**src/rtl/nib_alu_pkg.sv**
```systemverilog
package nib_alu_pkg;

  // Source of the adder's second operand, decoded from sel[2:1]
  typedef enum logic [1:0] {
    BSRC_ZERO = 2'b00,
    BSRC_Y    = 2'b01,
    BSRC_NOTY = 2'b10,
    BSRC_ONES = 2'b11
  } bsrc_e;

  // Bitwise operation, decoded from sel[1:0]
  typedef enum logic [1:0] {
    LOP_AND  = 2'b00,
    LOP_OR   = 2'b01,
    LOP_XOR  = 2'b10,
    LOP_NOTX = 2'b11
  } lop_e;

  localparam int SEL_W = 4;

  function automatic logic fa_sum(input logic a, input logic b, input logic c);
    return a ^ b ^ c;
  endfunction

  function automatic logic fa_carry(input logic a, input logic b, input logic c);
    return (a & b) | (c & (a ^ b));
  endfunction

  function automatic logic bsel_bit(input bsrc_e src, input logic ybit);
    logic r;
    case (src)
      BSRC_ZERO: r = 1'b0;
      BSRC_Y:    r = ybit;
      BSRC_NOTY: r = ~ybit;
      default:   r = 1'b1;
    endcase
    return r;
  endfunction

  function automatic logic logic_bit(input lop_e op, input logic xb, input logic yb);
    logic r;
    case (op)
      LOP_AND: r = xb & yb;
      LOP_OR:  r = xb | yb;
      LOP_XOR: r = xb ^ yb;
      default: r = ~xb;
    endcase
    return r;
  endfunction

endpackage

```
**src/rtl/nib_alu_bsel.sv**
```systemverilog
module nib_alu_bsel
  import nib_alu_pkg::*;
#(
  parameter int W = 4
) (
  input  bsrc_e          src,
  input  logic [W-1:0]   y,
  output logic [W-1:0]   b
);

  for (genvar i = 0; i < W; i++) begin : g_bit
    assign b[i] = bsel_bit(src, y[i]);
  end

endmodule

```
**src/rtl/nib_alu_adder.sv**
```systemverilog
module nib_alu_adder
  import nib_alu_pkg::*;
#(
  parameter int W = 4
) (
  input  logic [W-1:0] a,
  input  logic [W-1:0] b,
  input  logic         cin,
  output logic [W-1:0] sum,
  output logic         cout
);

  logic [W:0] carry;

  assign carry[0] = cin;

  for (genvar i = 0; i < W; i++) begin : g_stage
    assign sum[i]     = fa_sum(a[i], b[i], carry[i]);
    assign carry[i+1] = fa_carry(a[i], b[i], carry[i]);
  end

  assign cout = carry[W];

endmodule

```
**src/rtl/nib_alu_logic.sv**
```systemverilog
module nib_alu_logic
  import nib_alu_pkg::*;
#(
  parameter int W = 4
) (
  input  lop_e         op,
  input  logic [W-1:0] x,
  input  logic [W-1:0] y,
  output logic [W-1:0] r
);

  for (genvar i = 0; i < W; i++) begin : g_bit
    assign r[i] = logic_bit(op, x[i], y[i]);
  end

endmodule

```
**src/rtl/nib_alu.sv**
```systemverilog
module nib_alu
  import nib_alu_pkg::*;
#(
  parameter int W = 4
) (
  input  logic [W-1:0]     x,
  input  logic [W-1:0]     y,
  input  logic [SEL_W-1:0] sel,
  output logic [W-1:0]     g,
  output logic             cout
);

  // Named internal events, visible to the bound checker
  logic         use_logic;
  bsrc_e        bsrc;
  lop_e         lop;
  logic         carry_in;
  logic [W-1:0] b_opnd;
  logic [W-1:0] arith_res;
  logic         arith_cout;
  logic [W-1:0] logic_res;

  assign use_logic = sel[3];
  assign bsrc      = bsrc_e'(sel[2:1]);
  assign lop       = lop_e'(sel[1:0]);
  assign carry_in  = sel[0];

  nib_alu_bsel #(.W(W)) u_bsel (
    .src (bsrc),
    .y   (y),
    .b   (b_opnd)
  );

  nib_alu_adder #(.W(W)) u_adder (
    .a    (x),
    .b    (b_opnd),
    .cin  (carry_in),
    .sum  (arith_res),
    .cout (arith_cout)
  );

  nib_alu_logic #(.W(W)) u_logic (
    .op (lop),
    .x  (x),
    .y  (y),
    .r  (logic_res)
  );

  // Output multiplexer: one section's result is kept, the other discarded
  always_comb begin
    if (use_logic) begin
      g    = logic_res;
      cout = 1'b0;
    end else begin
      g    = arith_res;
      cout = arith_cout;
    end
  end

endmodule

```
**config.mk**
```make
export PLATFORM = sky130hd
export DESIGN_NAME = nib_alu
export DESIGN_NICKNAME = d
export VERILOG_FILES = /design/src/rtl/nib_alu_pkg.sv /design/src/rtl/nib_alu_bsel.sv /design/src/rtl/nib_alu_adder.sv /design/src/rtl/nib_alu_logic.sv /design/src/rtl/nib_alu.sv
export SDC_FILE = /design/constraint.sdc
export NUM_CORES = 1
export LEC_CHECK = 0
export ABC_CLOCK_PERIOD_IN_PS = 3500
export BUFFER_PORTS_ARGS = -buffer_cell sky130_fd_sc_hd__buf_2
export CORE_AREA = 5 5 42 44
export DETAILED_ROUTE_END_ITERATION = 7
export DIE_AREA = 0 0 47 49
export GPL_TIMING_DRIVEN = 0
export SLEW_MARGIN = 20
export SYNTH_ARGS = -nofsm -noshare
export SYNTH_HDL_FRONTEND = slang
export SYNTH_SLANG_ARGS = --single-unit
```
**constraint.sdc**
```tcl
create_clock -name vclk -period 3.5
set_clock_uncertainty 0.2 [all_clocks]
set_input_delay 0 -clock vclk [all_inputs]
set_output_delay 0 -clock vclk [all_outputs]
set_load 0.005 [all_outputs]
```
==> load_flow_metrics.sql, run 1 <==
INSERT INTO impl_metrics (metric_group, metric, value, unit) VALUES
('placed_design', 'gp_congestion', '0.755', ''),
('die', 'core_region_area', '1400', 'um2'),
('global_routing', 'global_route.usage.total', '0.0860', ''),
('critical_path', 'cp-start-kind', 'primary input', ''),
('route', 'wl_met3', '48', 'um'),
('power_and_ir_drop', 'p_seq_frac', '0', ''),
('power_and_ir_drop', 'cell_internal_pwr', '0.0000363', 'W'),
('power_and_ir_drop', 'total_power', '0.0000702', 'W'),
('finish', 'area_growth_syn_to_layout', '20.3', '%'),
('timing', 'unrepaired_setup_endpoints_after_global_routing', 'false', ''),
('finish', 'fin_util', '0.402', ''),
('critical_path', 'critPathCaptureType', 'output port', ''),
('route', 'detail_route.wirelength.met1', '409', 'um'),
('route', 'wl_met2', '406', 'um'),
('timing', 'maxSlewHeadroom', '0.876', ''),
('clock_network', 'post_cts_hold_fix_bufs', '0', ''),
('die', 'die_height', '49', 'um'),
('worst_hold_path', 'cell_count_of_the_worst_hold_path', '3', ''),
('finish', 'flops_and_latches', '0', ''),
('placed_design', 'numPlacedInstances', '87', ''),
('route', 'post-route-drc-count', '0', ''),
('timing', 'timing.fmax', '420', 'MHz'),
('synthesis', 'synth_top_cells_by_area', 'sky130_fd_sc_hd__ha_1 21%, sky130_fd_sc_hd__fa_1 17%, sky130_fd_sc_hd__inv_1 8.0%', ''),
('timing', 'period_share', '0.680', ''),
('power_and_ir_drop', 'power.combinational.fraction', '1.000', ''),
('route', 'detail_route.wl_per_cell', '9.92', 'um'),
('clock_network', 'post_cts_buffers', '0', ''),
('die', 'num_rows', '14', ''),
('placed_design', 'detailed_place_hpwl', '755', 'um'),
('timing', 'timing.final.crit_period', '2.38', 'ns'),
('synthesis', 'syn-mean-instance-area', '8.36', 'um2'),
('finish', 'final_common_cell', 'sky130_fd_sc_hd__buf_2', ''),
('die', 'initial_core_utilization', '0.334', ''),
('global_routing', 'grt_first_pass_wirelength', '1610', 'um'),
('route', 'drt-total-wl', '863', 'um'),
('global_routing', 'grt_pass1_vias', '407', ''),
('global_routing', 'grt_start_max_net_pins', '11', ''),
('global_routing', 'number_of_antenna_violations_at_the_first_check_in_global_routing', '0', ''),
('route', 'drt.antenna.violating_nets', '0', ''),
('finish', 'layoutNonFillerInstCount', '87', ''),
('route', 'detail_route.first_pass.iterations', '2', ''),
('timing', 'setup_viol_count_final', '0', ''),
('synthesis', 'syn_inst', '56', ''),
('power_and_ir_drop', 'power.share.switching', '0.484', ''),
('route', 'vias_per_cell', '4.76', ''),
('synthesis', 'yosysTopAreaCell', 'sky130_fd_sc_hd__ha_1', ''),
('critical_path', 'critical_path_class', 'primary input to output port', ''),
('finish', 'register_area', '0', 'um2'),
('timing', 'hold_violation_total_from_the_final_report', '0', ''),
('critical_path', 'maximum_fanout_count_along_the_critical_path', '3', ''),
('placed_design', 'place_ws', '1.11', 'ns'),
('power_and_ir_drop', 'max-vdd-ir-drop', '0.0000453', 'V'),
('power_and_ir_drop', 'share_of_total_power_in_the_clock_network', '0', ''),
('finish', 'final.clkbuf_count', '0', ''),
('synthesis', 'mappedNetlistNets', '80', ''),
('timing', 'timing.final.max_slew_violations', '0', ''),
('synthesis', 'synth_seq_area_share', '0', ''),
('critical_path', 'cp.required', '3.30', 'ns'),
('run_status', 'outcome', 'complete, no violations', ''),
('critical_path', 'worstPathArrival', '2.18', 'ns'),
('finish', 'post_route_cells_drive_above_1_share', '0.366', ''),
('die', 'design.die.area', '2300', 'um2'),
('synthesis', 'synth_top_area_frac', '0.214', ''),
('worst_hold_path', 'hold_start', 'sel[3]', ''),
('finish', 'layout.cells.most_common_list', '16 x sky130_fd_sc_hd__buf_2, 10 x sky130_fd_sc_hd__inv_1, 8 x sky130_fd_sc_hd__nand2_1, 8 x sky130_fd_sc_hd__ha_1, 4 x sky130_fd_sc_hd__fa_1', ''),
('finish', 'n_antenna_cell', '0', ''),
('worst_hold_path', 'min-delay-path-class', 'primary input to output port', ''),
('finish', 'num-nets-final', '97', ''),
('route', 'routed.top_layer', 'met3', ''),
('flow_run', 'max-cap-violations', '0', ''),
('route', 'first_iter_violations', '2', '');
-- layout make-up --
cell class                 instances  area, um2
fill                             158        838
multi-input combinational         43        403
timing repair buffer              15       75.1
inverter                          10       37.5
buffer                             3       27.5
tap                               16       20.0
-- power by group through the flow --
| stage | sequential (W) | clock, W | combinational (W) |
|---|---|---|---|
| 5_1_grt | 0 | 0 | 0.0000831 |
| 2_1_floorplan | 0 | 0 | 0.0000462 |
| 6_report | 0 | 0 | 0.0000702 |
| 3_5_place_dp | 0 | 0 | 0.0000720 |
| 3_3_place_gp | 0 | 0 | 0.0000711 |
| 4_1_cts | 0 | 0 | 0.0000723 |
-- critical path, stage by stage --
cell and delay (ns):
sky130_fd_sc_hd__buf_2 0.10, sky130_fd_sc_hd__mux2_2 0.34, sky130_fd_sc_hd__fa_1 0.35, sky130_fd_sc_hd__inv_1 0.07
sky130_fd_sc_hd__fa_1 0.15, sky130_fd_sc_hd__inv_1 0.05, sky130_fd_sc_hd__fa_1 0.37, sky130_fd_sc_hd__fa_1 0.51
sky130_fd_sc_hd__nand2b_2 0.05, sky130_fd_sc_hd__nand3_1 0.06, sky130_fd_sc_hd__buf_2 0.11
-- per-stage QoR --
stage               instance area, um2  hold slack, ns
CTS                                563           0.111
detailed placement                 563           0.111
floorplan                          468         -0.0189
global route                       563           0.129
global placement                   563           0.108
finish                             563           0.102
-- worst max-delay path by stage --
stage                 from   end  slack, ns  cells after the start
floorplan           sel[1]  g[3]       1.33                     10
global placement      y[0]  g[3]       1.12                     11
detailed placement    y[0]  g[3]       1.11                     11
CTS                   y[0]  g[3]       1.10                     11
global route          y[0]  g[3]       0.99                     11
finish                y[0]  g[3]       1.12                     11
-- cell families (layout without fill, tap and decap cells) --
group	Yosys count	count (layout)	share of synthesized area
AO/OA/AOI/OAI	9	9	0.150
multiplexers	4	4	0.0936
buffers and inverters	13	28	0.139
AND/OR/NAND/NOR	18	18	0.233
adder cells (fa/ha/maj)	12	12	0.385
-- layer usage --
metal,GRT usage,up-vias
met5,0,-
met4,0,0
met3,0,0
met2,0.145,10
met1,0.128,185
li1,-,219
-- synthesized netlist by cell type --
cell                        number
sky130_fd_sc_hd__buf_2           1
sky130_fd_sc_hd__nor2b_4         1
sky130_fd_sc_hd__o211ai_1        3
sky130_fd_sc_hd__nand3_1         3
sky130_fd_sc_hd__ha_1            8
sky130_fd_sc_hd__o21ai_0         1
sky130_fd_sc_hd__mux2_2          3
sky130_fd_sc_hd__o2111ai_1       3
sky130_fd_sc_hd__mux2i_1         1
sky130_fd_sc_hd__and2b_4         1
sky130_fd_sc_hd__or2_1           1
sky130_fd_sc_hd__inv_1          10
sky130_fd_sc_hd__fa_1            4
sky130_fd_sc_hd__a311oi_1        1
sky130_fd_sc_hd__a21boi_1        1
sky130_fd_sc_hd__and2b_1         1
sky130_fd_sc_hd__buf_6           2
sky130_fd_sc_hd__nand2b_2        3
sky130_fd_sc_hd__nand2_1         8
(Power assumes the default switching activity.)
==> inputs of run 2 (changes only) <==
ABC_CLOCK_PERIOD_IN_PS = 2040   (was 3500)
clock period = 2.04 ns   (was 3.5 ns; I/O delays follow)
==> run 2 against run 1 <==
Effect of this change:
- the run now ends with setup timing left
- core utilization is 0.80 points higher
- cell area increased by 2.0%
- via count grew 1.9%
- critical path depth did not move
- die area did not move
- largest power group unchanged
==> load_flow_metrics.sql, run 2 (synthesized netlist as in run 1, its figures left out) <==
INSERT INTO impl_metrics (metric_group, metric, value, unit) VALUES
('run_status', 'outcome', 'finished with violations', ''),
('run_status', 'violated_checks', 'setup timing', ''),
('global_routing', 'grtUsageMet1', '0.124', ''),
('timing', 'setup_ws', '-0.221', 'ns'),
('critical_path', 'critical_path_class', 'primary input to output port', ''),
('route', 'first_iter_violations', '2', ''),
('clock_network', 'post_cts_hold_fix_bufs', '0', ''),
('global_routing', 'grt_pass1_vias', '415', ''),
('timing', 'timing.final.max_slew_violations', '0', ''),
('global_routing', 'grt_first_pass_wirelength', '1700', 'um'),
('die', 'initial_core_utilization', '0.334', ''),
('global_routing', 'grt_overflow_total', '0', ''),
('critical_path', 'critical_path_depth', '11', ''),
('worst_hold_path', 'hold_end', 'g[1]', ''),
('critical_path', 'cp-start-kind', 'primary input', ''),
('critical_path', 'crit_chain', 'buf_4 > mux2_4 > fa_2 > inv_2 > fa_1 > inv_2 > fa_2 > fa_1 > nand2b_2 > nand3_1 > buf_2', ''),
('critical_path', 'critical-path-max-stage-delay', '0.50', 'ns'),
('finish', 'fin_util', '0.410', ''),
('timing', 'hold_violation_total_from_the_final_report', '0', ''),
('finish', 'post_route_cells_drive_above_1_share', '0.423', ''),
('timing', 'timing.fmax', '442', 'MHz'),
('worst_hold_path', 'min-delay-path-class', 'primary input to output port', ''),
('placed_design', 'gp_congestion', '0.717', ''),
('route', 'post-route-drc-count', '0', ''),
('timing', 'period_share', '1.11', ''),
('finish', 'n_antenna_cell', '0', ''),
('die', 'num_rows', '14', ''),
('finish', 'final_common_cell', 'sky130_fd_sc_hd__buf_2', ''),
('finish', 'final.clkbuf_count', '0', ''),
('finish', 'register_area', '0', 'um2'),
('global_routing', 'groute.layer.met3.usage', '0', ''),
('critical_path', 'timing.critical_path.slowest_stage_cell', 'sky130_fd_sc_hd__fa_1', ''),
('route', 'vias_per_cell', '4.85', ''),
('global_routing', 'grt_use_met2', '0.158', ''),
('route', 'detail_route.wl_per_cell', '10.3', 'um'),
('critical_path', 'crit_buf_inv', '4', ''),
('route', 'detail_route.first_pass.iterations', '3', ''),
('route', 'vias', '422', ''),
('global_routing', 'global_route.usage.total', '0.0889', ''),
('power_and_ir_drop', 'p_leak', '0.302', 'nW'),
('placed_design', 'place_ws', '-0.306', 'ns'),
('global_routing', 'globalRoute.busiestLayer', 'met2', ''),
('power_and_ir_drop', 'pwr_density_cell', '219', 'nW/um2'),
('global_routing', 'number_of_antenna_violations_at_the_first_check_in_global_routing', '0', ''),
('power_and_ir_drop', 'max-vdd-ir-drop', '0.0000833', 'V'),
('die', 'die_x', '47', 'um'),
('global_routing', 'grt_start_max_net_pins', '11', ''),
('timing', 'maxSlewHeadroom', '0.868', ''),
('timing', 'timing.final.crit_period', '2.26', 'ns'),
('critical_path', 'cp_top_family', 'adder cells', ''),
('route', 'drt.antenna.violating_nets', '0', ''),
('placed_design', 'numPortBuffers', '15', ''),
('die', 'top_level_ports', '17', ''),
('placed_design', 'detailed_place_hpwl', '772', 'um'),
('die', 'die_height', '49', 'um'),
('critical_path', 'critPathCaptureType', 'output port', ''),
('critical_path', 'cp.required', '1.84', 'ns'),
('flow_run', 'max-cap-violations', '0', ''),
('worst_hold_path', 'hold_start', 'sel[3]', ''),
('finish', 'area_growth_syn_to_layout', '22.7', '%'),
('finish', 'layout.cells.most_common_list', '15 x sky130_fd_sc_hd__buf_2, 8 x sky130_fd_sc_hd__inv_1, 8 x sky130_fd_sc_hd__nand2_1, 8 x sky130_fd_sc_hd__ha_1', ''),
('timing', 'unrepaired_setup_endpoints_after_global_routing', 'true', ''),
('finish', 'final.fill_count', '150', ''),
('die', 'design.die.area', '2300', 'um2'),
('finish', 'flops_and_latches', '0', ''),
('timing', 'setup_viol_count_final', '2', ''),
('timing', 'tightestPinTransition', '0.192', 'ns'),
('die', 'core_region_area', '1400', 'um2'),
('worst_hold_path', 'cell_count_of_the_worst_hold_path', '3', ''),
('critical_path', 'maximum_fanout_count_along_the_critical_path', '3', ''),
('finish', 'num-nets-final', '97', ''),
('clock_network', 'post_cts_buffers', '0', ''),
('critical_path', 'worstPathArrival', '2.06', 'ns'),
('route', 'drt-total-wl', '892', 'um');
run 2: cell counts in the layout (fill, tap and decap cells not counted):
No cell type changed its count.
run 2: where the power goes:
| part | total [W] | internal (W) | switching (W) |
|---|---|---|---|
| clock network | 0 | 0 | 0 |
| logic | 0.000126 | 0.0000658 | 0.0000599 |
| registers | 0 | 0 | 0 |
run 2: how the worst max path moves through the flow:
stage | startpoint | slack [ns] | end
after floorplan | sel[1] | -0.09 | g[3]
after global placement | y[0] | -0.30 | g[3]
after detailed placement | y[0] | -0.31 | g[3]
after CTS | y[0] | -0.24 | g[3]
after global routing | y[0] | -0.30 | g[3]
final | y[0] | -0.22 | g[3]
run 2: repair_timing:
item	4_1_cts	5_1_grt
endpoints found under the setup margin	2	2
pin swaps	0	0
gates resized for setup	4	1
run 2: layer usage:
metal,vias to the layer above,share of wire
met5,-,0
met4,0,0
met3,0,0.062
met2,10,0.50
met1,194,0.44
li1,218,-
run 2: per-stage QoR:
stage | cell area [um2] | hold WS, ns | std cells | setup TNS (ns) | power [W]
floorplan | 470 | -0.0189 | 56 | -0.0874 | 0.0000800
global placement | 566 | 0.110 | 87 | -0.488 | 0.000122
detailed placement | 566 | 0.112 | 87 | -0.505 | 0.000125
CTS | 574 | 0.113 | 87 | -0.374 | 0.000129
global route | 574 | 0.137 | 87 | -0.515 | 0.000147
finish | 574 | 0.103 | 87 | -0.339 | 0.000126
run 2: cell type report:
cell class / instances / area (um2) / area share
Buffer: 3 / 27.5 / 0.0479
Inverter: 10 / 37.5 / 0.0654
Timing Repair Buffer: 15 / 77.6 / 0.135
Multi-Input combinational cell: 43 / 412 / 0.717
Tap cell: 16 / 20.0 / 0.0349
run 2: tightest hold or removal path, delay by kind of cell:
kind | cells | cell delay [ns]
AO/OA/AOI/OAI | 1 | 0.08
buffers and inverters | 2 | 0.22
